### src/rtl/qps_pkg.sv
package qps_pkg;

    // Slot of the four-step instruction cycle
    typedef enum logic [1:0] {
        PH_FETCH = 2'd0,
        PH_SRC   = 2'd1,
        PH_DST   = 2'd2,
        PH_WRITE = 2'd3
    } phase_t;

    // Opcode width, fixed at the top of the instruction word
    localparam int OP_W = 6;

endpackage

### src/rtl/qps_phase_ctrl.sv
module qps_phase_ctrl
    import qps_pkg::*;
(
    input  logic   clk,
    input  logic   rst_n,
    output phase_t phase
);

    phase_t phase_nxt;

    always_comb begin
        unique case (phase)
            PH_FETCH: phase_nxt = PH_SRC;
            PH_SRC:   phase_nxt = PH_DST;
            PH_DST:   phase_nxt = PH_WRITE;
            PH_WRITE: phase_nxt = PH_FETCH;
            default:  phase_nxt = PH_FETCH;
        endcase
    end

    always_ff @(posedge clk or negedge rst_n) begin
        if (!rst_n) phase <= PH_FETCH;
        else        phase <= phase_nxt;
    end

    AST_WRITE_THEN_FETCH: assert property (@(posedge clk) disable iff (!rst_n)
        (phase == PH_WRITE) |=> (phase == PH_FETCH));

    AST_FETCH_THEN_SRC: assert property (@(posedge clk) disable iff (!rst_n)
        (phase == PH_FETCH) |=> (phase == PH_SRC));

endmodule

### src/rtl/qps_operand_regs.sv
module qps_operand_regs
    import qps_pkg::*;
#(
    parameter int DATA_W = 32,
    parameter int ADDR_W = 9
) (
    input  logic              clk,
    input  logic              rst_n,
    input  phase_t            phase,
    input  logic [DATA_W-1:0] ram_rdata,
    output logic [OP_W-1:0]   op,
    output logic              wr_bit,
    output logic [ADDR_W-1:0] src_idx,
    output logic [ADDR_W-1:0] dst_idx,
    output logic [DATA_W-1:0] src_val,
    output logic [DATA_W-1:0] dst_val
);

    localparam int OP_LO   = DATA_W - OP_W;
    localparam int WE_BIT  = OP_LO - 1;
    localparam int IMM_BIT = OP_LO - 2;
    localparam int GAP_HI  = IMM_BIT - 1;
    localparam int GAP_LO  = 2 * ADDR_W;

    logic imm_flag;
    logic unused_gap;

    assign unused_gap = ^ram_rdata[GAP_HI:GAP_LO];

    always_ff @(posedge clk or negedge rst_n) begin
        if (!rst_n) begin
            op       <= '0;
            wr_bit   <= 1'b0;
            imm_flag <= 1'b0;
            src_idx  <= '0;
            dst_idx  <= '0;
            src_val  <= '0;
            dst_val  <= '0;
        end else begin
            unique case (phase)
                PH_FETCH: begin
                    op       <= ram_rdata[DATA_W-1:OP_LO];
                    wr_bit   <= ram_rdata[WE_BIT];
                    imm_flag <= ram_rdata[IMM_BIT];
                    dst_idx  <= ram_rdata[2*ADDR_W-1:ADDR_W];
                    src_idx  <= ram_rdata[ADDR_W-1:0];
                end
                PH_SRC: begin
                    if (imm_flag) src_val <= {{(DATA_W-ADDR_W){1'b0}}, src_idx};
                    else          src_val <= ram_rdata;
                end
                PH_DST:   dst_val <= ram_rdata;
                PH_WRITE: ;
                default:  ;
            endcase
        end
    end

    AST_FIELDS_FROZEN: assert property (@(posedge clk) disable iff (!rst_n)
        (phase != PH_FETCH) |=> ($stable(src_idx) && $stable(dst_idx) && $stable(wr_bit)));

    AST_IMM_OPERAND: assert property (@(posedge clk) disable iff (!rst_n)
        (phase == PH_SRC && imm_flag) |=> (src_val[ADDR_W-1:0] == $past(src_idx)
                                           && src_val[DATA_W-1:ADDR_W] == '0));

    AST_OPERANDS_HELD: assert property (@(posedge clk) disable iff (!rst_n)
        (phase == PH_WRITE) |=> ($stable(src_val) && $stable(dst_val)));

endmodule

### src/rtl/qps_pc_unit.sv
module qps_pc_unit
    import qps_pkg::*;
#(
    parameter int ADDR_W = 9
) (
    input  logic              clk,
    input  logic              rst_n,
    input  phase_t            phase,
    input  logic              jump_take,
    input  logic [ADDR_W-1:0] target,
    output logic [ADDR_W-1:0] pc,
    output logic [ADDR_W-1:0] ret_addr
);

    assign ret_addr = pc + 1'b1;

    always_ff @(posedge clk or negedge rst_n) begin
        if (!rst_n) begin
            pc <= '0;
        end else if (phase == PH_WRITE) begin
            if (jump_take) pc <= target;
            else           pc <= ret_addr;
        end
    end

    AST_PC_HOLD: assert property (@(posedge clk) disable iff (!rst_n)
        (phase != PH_WRITE) |=> $stable(pc));

    AST_PC_STEP: assert property (@(posedge clk) disable iff (!rst_n)
        (phase == PH_WRITE && !jump_take) |=> (pc == ADDR_W'($past(pc) + 1'b1)));

    AST_PC_JUMP: assert property (@(posedge clk) disable iff (!rst_n)
        (phase == PH_WRITE && jump_take) |=> (pc == $past(target)));

endmodule

### src/rtl/quad_phase_seq.sv
module quad_phase_seq
    import qps_pkg::*;
#(
    parameter int DATA_W = 32,
    parameter int ADDR_W = 9
) (
    input  logic              clk,
    input  logic              rst_n,
    output logic [ADDR_W-1:0] ram_addr,
    input  logic [DATA_W-1:0] ram_rdata,
    output logic              ram_we,
    output logic [DATA_W-1:0] ram_wdata,
    input  logic [DATA_W-1:0] alu_result,
    input  logic              jump_take,
    output logic [OP_W-1:0]   op_code,
    output logic [DATA_W-1:0] src_val,
    output logic [DATA_W-1:0] dst_val,
    output logic [ADDR_W-1:0] pc
);

    localparam int PAD_W = DATA_W - ADDR_W;

    phase_t            phase;
    logic              wr_bit;
    logic [ADDR_W-1:0] src_idx;
    logic [ADDR_W-1:0] dst_idx;
    logic [ADDR_W-1:0] ret_addr;

    qps_phase_ctrl u_ctrl (
        .clk   (clk),
        .rst_n (rst_n),
        .phase (phase)
    );

    qps_operand_regs #(.DATA_W(DATA_W), .ADDR_W(ADDR_W)) u_opnd (
        .clk       (clk),
        .rst_n     (rst_n),
        .phase     (phase),
        .ram_rdata (ram_rdata),
        .op        (op_code),
        .wr_bit    (wr_bit),
        .src_idx   (src_idx),
        .dst_idx   (dst_idx),
        .src_val   (src_val),
        .dst_val   (dst_val)
    );

    qps_pc_unit #(.ADDR_W(ADDR_W)) u_pc (
        .clk       (clk),
        .rst_n     (rst_n),
        .phase     (phase),
        .jump_take (jump_take),
        .target    (src_val[ADDR_W-1:0]),
        .pc        (pc),
        .ret_addr  (ret_addr)
    );

    // Single RAM port: one owner per slot
    always_comb begin
        ram_we    = 1'b0;
        ram_wdata = jump_take ? {{PAD_W{1'b0}}, ret_addr} : alu_result;
        unique case (phase)
            PH_FETCH: ram_addr = pc;
            PH_SRC:   ram_addr = src_idx;
            PH_DST:   ram_addr = dst_idx;
            PH_WRITE: begin
                ram_addr = dst_idx;
                ram_we   = wr_bit;
            end
            default:  ram_addr = pc;
        endcase
    end

    AST_WE_LAST_SLOT: assert property (@(posedge clk) disable iff (!rst_n)
        ram_we |-> (phase == PH_WRITE));

    AST_WRITE_ADDR_MATCH: assert property (@(posedge clk) disable iff (!rst_n)
        (phase == PH_WRITE) |-> (ram_addr == $past(ram_addr)));

endmodule

### config.mk
export PLATFORM = sky130hd
export DESIGN_NAME = quad_phase_seq
export DESIGN_NICKNAME = d
export VERILOG_FILES = /design/src/rtl/qps_pkg.sv /design/src/rtl/qps_phase_ctrl.sv /design/src/rtl/qps_operand_regs.sv /design/src/rtl/qps_pc_unit.sv /design/src/rtl/quad_phase_seq.sv
export SDC_FILE = /design/constraint.sdc
export NUM_CORES = 1
export LEC_CHECK = 0
export ABC_AREA = 1
export BUFFER_PORTS_ARGS = -buffer_cell sky130_fd_sc_hd__clkbuf_2
export CAP_MARGIN = 10
export CORE_UTILIZATION = 44
export DETAILED_ROUTE_END_ITERATION = 7
export PLACE_DENSITY = 0.76
export SLEW_MARGIN = 20
export SYNTH_ARGS = -nofsm -noshare
export SYNTH_HDL_FRONTEND = slang
export SYNTH_HIERARCHICAL = 1
export SYNTH_SLANG_ARGS = --single-unit
### constraint.sdc
create_clock -name clk -period 1.15 [get_ports clk]
set_input_delay 0.23 -clock clk [delete_from_list [all_inputs] [get_ports clk]]
set_output_delay 0.23 -clock clk [all_outputs]
set_load 0.02 [all_outputs]
==> impl_metrics.toml, run 1 <==
[run_status]
outcome = "finished, violations left"
violations = "setup timing"

[finish]
regArea_sq_um = 2539
multiInputGateArea_sq_um = 3158
nets = 1065
final_util = 0.9201
drive_above_1_share = 0.6450
fill_cells = 322
area_delta_synth_final_pct = 104.4
antennaDiodeCount = 0

[power]
leakagePower_nw = 5.240
ir_drop_v = 0.0007568
power_density_nw_per_um2 = 956.4
power_mw = 9.540

[die]
die_w_um = 107.3
start_util = 0.4501
die_h_um = 107.3
fp-row-count = 38
core_area_sq_um = 10840
fp.dieArea_sq_um = 11520
io_pins = 188

[drt]
wl_per_cell_um = 26.73
num_vias = 7124
drtIter0Drc = 988
post-route-drc-count = 0
wirelength_mm = 30.47
antenna_left = 0
drtPass1Iterations = 6
via_per_inst = 6.249

[clocking]
cts_root_buf = "clkbuf_8"
cts_buffers = 9
clk_latency_ps = 380
path_clk_slew_ps = 120
cts_tree = "done"
clock-sinks = 101
cts_max_level = 3
max-clock-path-buffers = 2

[min_path]
hold_end = "u_opnd/dst_val[22]"
whs_path_depth = 3
worstHoldStart = "ram_rdata[22]"
worst_hold_path_type = "input port to flop"

[critical_path]
path_max_fanout = 5
arrival_ps = 1670
rr_worst_depth = 11
cpMostUsedCell = "nand2_1"
crit_chain = "buf_4, inv_2, nor2_4, nand3_1, nand2_1, nand2_1, o21ai_2, clkbuf_8"
r2r_start = "u_pc/pc[1]"
crit_path_top_delay_cell = "dfrtp_2"
r2r-end = "u_pc/pc[2]"
timing.critical_path.buf_inv = 3
crit_required_ps = 920
start_kind = "flop"
cpPeakStageDelay_ps = 420
cp-end-kind = "output port"
path_class = "flop to output port"
worst-r2r-setup-slack_ps = -670
crit_family = "flip-flops"

[sta]
setup_viol = 189
whs_ps = 118.9
skew_ps = 19.08
worst-slew-pin-transition_ps = 435.9
relSlewSlack = 0.7063
hold_violations = 0
layout_min_cycle_time_ps = 1896
fmax_mhz = 527.5
period_share = 1.649
rsz0062_at_grt = "true"
fin_ws_ps = -745.9
slew_viol_final = 0

[logic_synthesis]
ys_seq_area_frac = 0.5179
syn_avg_cell_area_sq_um = 7.530
synth_cell_type_count = 21
syn-num-nets = 718
yosysTopAreaCell = "dfrtp_1"
synth_top_cell_area_share = 0.5179
ys_seq_elements = 101
synthesis.area_sq_um = 4880
yosys_warnings = 6
synth_cells = 648
synthTopCellsByArea = "dfrtp_1 (52%), nand2_1 (21%), nand3_1 (6.1%)"

[placement]
hpwl_mm = 10.47
preCtsSetupSlack_ps = -299.3
routabilityCongestion = 0.8903
portBuffers = 187

[global_routing]
grt_start_max_net_pins = 75
grt_pass1_vias = 5889
grt_pass1_wl_mm = 31.41
track_usage = 0.3682
grt_antenna_before_repair = 2
overflow = 0

[run]
cap_violations = 0
-- layer usage --
layer | vias up | track usage | part of all wire
met5 | - | 0 | 0
met4 | 0 | 0.2397 | 0.10
met3 | 312 | 0.08293 | 0.14
met2 | 809 | 0.6516 | 0.44
met1 | 3279 | 0.3940 | 0.31
li1 | 2724 | - | -
-- what timing repair did --
action | CTS | global route
endpoints found under the hold margin | 101 | 0
hold buffers | 1 | 0
gates cloned | 19 | 2
gates resized for setup | 328 | 373
pin swaps | 39 | 57
setup buffers | 67 | 61
endpoints found under the setup margin | 179 | 199
-- how the worst max path moves through the flow --
stage                          start           end  slack, ps  depth (start not counted)
after detailed placement  u_pc/pc[1]  ram_wdata[8]       -300                          9
final                     u_pc/pc[0]  ram_wdata[7]       -750                          8
after global routing      u_pc/pc[1]  ram_wdata[8]       -830                          8
after global placement    u_pc/pc[1]  ram_wdata[8]       -280                          9
after floorplan           u_pc/pc[0]  ram_wdata[6]       -220                          8
after CTS                 u_pc/pc[1]  ram_wdata[8]       -690                          9
-- where the power goes --
part | internal, mW | switching, mW
Combinational | 1.40 | 1.55
Sequential | 3.77 | 0.247
Clock | 1.09 | 1.48
Total | 6.26 | 3.28
-- cell type report --
| class | count | share of cell area |
|---|---|---|
| Timing Repair Buffer | 368 | 0.3643 |
| Multi-Input combinational cell | 461 | 0.3166 |
| Clock buffer | 10 | 0.01380 |
| Tap cell | 140 | 0.01756 |
| Timing Repair inverter | 1 | 0.001129 |
| Sequential cell | 101 | 0.2545 |
| Inverter | 53 | 0.02521 |
| Clock inverter | 6 | 0.006899 |
-- sequential cells by signal (all words and copies together), names as in the netlist --
name             count
u_opnd/dst_val      32
u_opnd/src_val      32
u_opnd/dst_idx       9
u_opnd/src_idx       9
u_pc/pc              9
u_opnd/op            6
u_ctrl/phase         2
u_opnd/imm_flag      1
u_opnd/wr_bit        1
-- synth_stat cells (all sizes together) --
library cell  count
and3              1
nand2           282
o21ai            62
clkbuf            5
nor2             43
inv              53
ha                3
dfrtp           101
nand3            59
buf              30
a21oi             7
xnor2             1
xor2              1
-- tightest hold or removal path: stages --
cell and delay (ps):
clkbuf_2 120, nand3_2 90, nand2_2 40
-- logic make-up after synthesis --
logic type / Yosys count / share of synthesized area
AO/OA/AOI/OAI: 69 / 0.07154
AND/OR/NAND/NOR: 385 / 0.3185
XOR/XNOR: 2 / 0.003590
buffers and inverters: 88 / 0.08077
adder cells (fa/ha/maj): 3 / 0.007693
flip-flops: 101 / 0.5179
-- placed cells by master (no fill, tap or decap), types with 9 or more instances in the layout --
master / n
nand2_2: 92
nor2_1: 33
buf_6: 80
clkbuf_8: 36
dfrtp_1: 92
dfrtp_2: 9
o21ai_2: 32
nand3_2: 27
buf_12: 17
o21ai_0: 13
inv_1: 42
o21ai_1: 9
nand2_1: 136
buf_8: 32
clkbuf_2: 88
buf_4: 113
nand2_4: 52
nand3_1: 25
-- per-stage QoR --
step,std cells,setup TNS [ps],area [sq um]
global route,1140,-57420,9975
detailed placement,988,-10870,6339
finish,1140,-52260,9975
floorplan,648,-1048,4997
CTS,1089,-32040,8602
global placement,988,-8620,6339
No activity file was read; power rests on OpenSTA's default activity.
==> inputs of run 2 (changes only) <==
--- a/config.mk
+++ b/config.mk
@@ -11,6 +11,7 @@
 export CORE_UTILIZATION = 44
 export DETAILED_ROUTE_END_ITERATION = 7
 export PLACE_DENSITY = 0.76
+export RECOVER_POWER = 25
 export SLEW_MARGIN = 20
 export SYNTH_ARGS = -nofsm -noshare
 export SYNTH_HDL_FRONTEND = slang
==> run 2 against run 1 <==
The run still ends with setup timing left. Die area is the same. Critical path type unchanged. Clock skew shrank 0.73 ps. Worst setup slack gained 0.82 ps. Final area shrank 0.14%. Global-route usage is the same. Clock-buffer cell count is the same. Sequential power is essentially flat. First-iteration DRC count grew 5.3%. Clock power is essentially flat. Power shrank 0.11%.
==> impl_metrics.toml, run 2 (synthesized netlist as in run 1, its figures left out) <==
[global_routing]
overflow = 0
grt_antenna_before_repair = 2
grt_pass1_wl_mm = 31.41
grt_pass1_vias = 5889
track_usage = 0.3682
grt_start_max_net_pins = 75

[die]
fp-row-count = 38
die_w_um = 107.3
die_h_um = 107.3
fp.dieArea_sq_um = 11520
start_util = 0.4501
core_area_sq_um = 10840
io_pins = 188

[critical_path]
crit_chain = "buf_4, inv_2, nor2_4, nand3_1, nand2_1, nand2_1, o21ai_2, clkbuf_8"
arrival_ps = 1670
cp-end-kind = "output port"
worst-r2r-setup-slack_ps = -670
cpPeakStageDelay_ps = 420
crit_required_ps = 920
path_max_fanout = 5
cpMostUsedCell = "nand2_1"
start_kind = "flop"
path_class = "flop to output port"
crit_path_top_delay_cell = "dfrtp_2"

[placement]
placed_cells = 988
routabilityCongestion = 0.8903
hpwl_mm = 10.47
preCtsSetupSlack_ps = -299.3
portBuffers = 187

[sta]
layout_min_cycle_time_ps = 1895
fin_setup_tns_ps = -52250
rsz0062_at_grt = "true"
relSlewSlack = 0.5182
skew_ps = 18.35
fmax_mhz = 527.7
setup_viol = 195
fin_ws_ps = -745.1
period_share = 1.648
hold_violations = 0
worst-slew-pin-transition_ps = 722.7
slew_viol_final = 0
whs_ps = 115.8

[clocking]
cts_root_buf = "clkbuf_8"
cts_tree = "done"
clk_latency_ps = 370
max-clock-path-buffers = 2
cts_max_level = 3
clock-sinks = 101
cts_buffers = 9
path_clk_slew_ps = 120

[finish]
layout_commonest_cell = "nand2_1"
antennaDiodeCount = 0
reg_top3 = "u_opnd/dst_val (32), u_opnd/src_val (32)"
area_delta_synth_final_pct = 104.1
finalNonFillerCells = 1140
drive_above_1_share = 0.6450
final_cell_mix = "nand2_1 (136), buf_4 (111), nand2_2 (92), dfrtp_1 (92), clkbuf_2 (89)"
nets = 1065

[power]
leakagePower_nw = 5.235
power_density_nw_per_um2 = 956.7
ir_drop_v = 0.0007545

[run_status]
violations = "setup timing"
outcome = "finished, violations left"

[drt]
wirelength_mm = 30.42
wl_per_cell_um = 26.68
drtIter0Drc = 1040
drtPass1Iterations = 6
num_vias = 7167
via_per_inst = 6.287
post-route-drc-count = 0
antenna_left = 0

[run]
cap_violations = 0

[min_path]
worst_hold_path_type = "input port to flop"
[run 2: cell count changes in the layout (fill, tap and decap cells not counted)]
cell / before / now
buf_12: 17 / 16
buf_4: 113 / 111
buf_2: 2 / 3
buf_6: 80 / 81
clkbuf_2: 88 / 89
[run 2: metal layers]
metal  vias up  share of wire  routed length, um  track usage
li1       2719              -                  -            -
met1      3312           0.31               9408       0.3940
met2       804           0.44              13320       0.6516
met3       328           0.14               4352      0.08293
met4         4           0.11               3293       0.2397
met5         -         0.0013                 41            0
[run 2: where the power goes]
part	switching, mW	leakage [nW]	internal [mW]	total, mW
Combinational	1.55	3.93	1.40	2.95
Clock	1.48	0.103	1.09	2.57
Sequential	0.246	1.20	3.77	4.01
[run 2: stage by stage]
stage	utilization	cell area [sq um]	power [mW]
global placement	0.5847	6339	5.679
detailed placement	0.5847	6339	5.697
global route	0.9189	9961	9.749
CTS	0.7935	8602	8.553
floorplan	-	4997	4.849
finish	0.9189	9961	9.529
[run 2: final cells by class]
type | instances | area, sq um
repair buffers | 368 | 3620
multi-input cells | 461 | 3158
flip-flops and latches | 101 | 2539
fillers | 327 | 879.6
inverters | 53 | 251.5
well taps | 140 | 175.2
clock buffers | 10 | 137.6
clock inverters | 6 | 68.82
repair inverters | 1 | 11.26
[run 2: worst max-delay path, delay by kind of cell (launching register included)]
kind / cells / cell delay (ps)
flip-flops: 1 / 420
AO/OA/AOI/OAI: 1 / 70
buffers and inverters: 3 / 390
AND/OR/NAND/NOR: 4 / 410
[run 2: path summary, 6_finish.rpt]
path,start,end,cells past startpoint
max,u_pc/pc[0],ram_wdata[7],8
min,ram_rdata[23],u_opnd/dst_val[23],3
max reg2reg,u_pc/pc[1],u_pc/pc[2],11
min reg2reg,u_pc/pc[3],u_pc/pc[3],2
max in group asynchronous,rst_n,u_pc/pc[3],3
min in group asynchronous,rst_n,u_opnd/dst_val[21],3
[run 2: timing repair]
action / CTS / global route
resized for setup: 328 / 373
hold endpoints to repair: 101 / 0
setup endpoints to repair: 179 / 199
buffers inserted: 67 / 61
hold buffers: 1 / 0
pin swaps: 39 / 57
cloned: 19 / 2
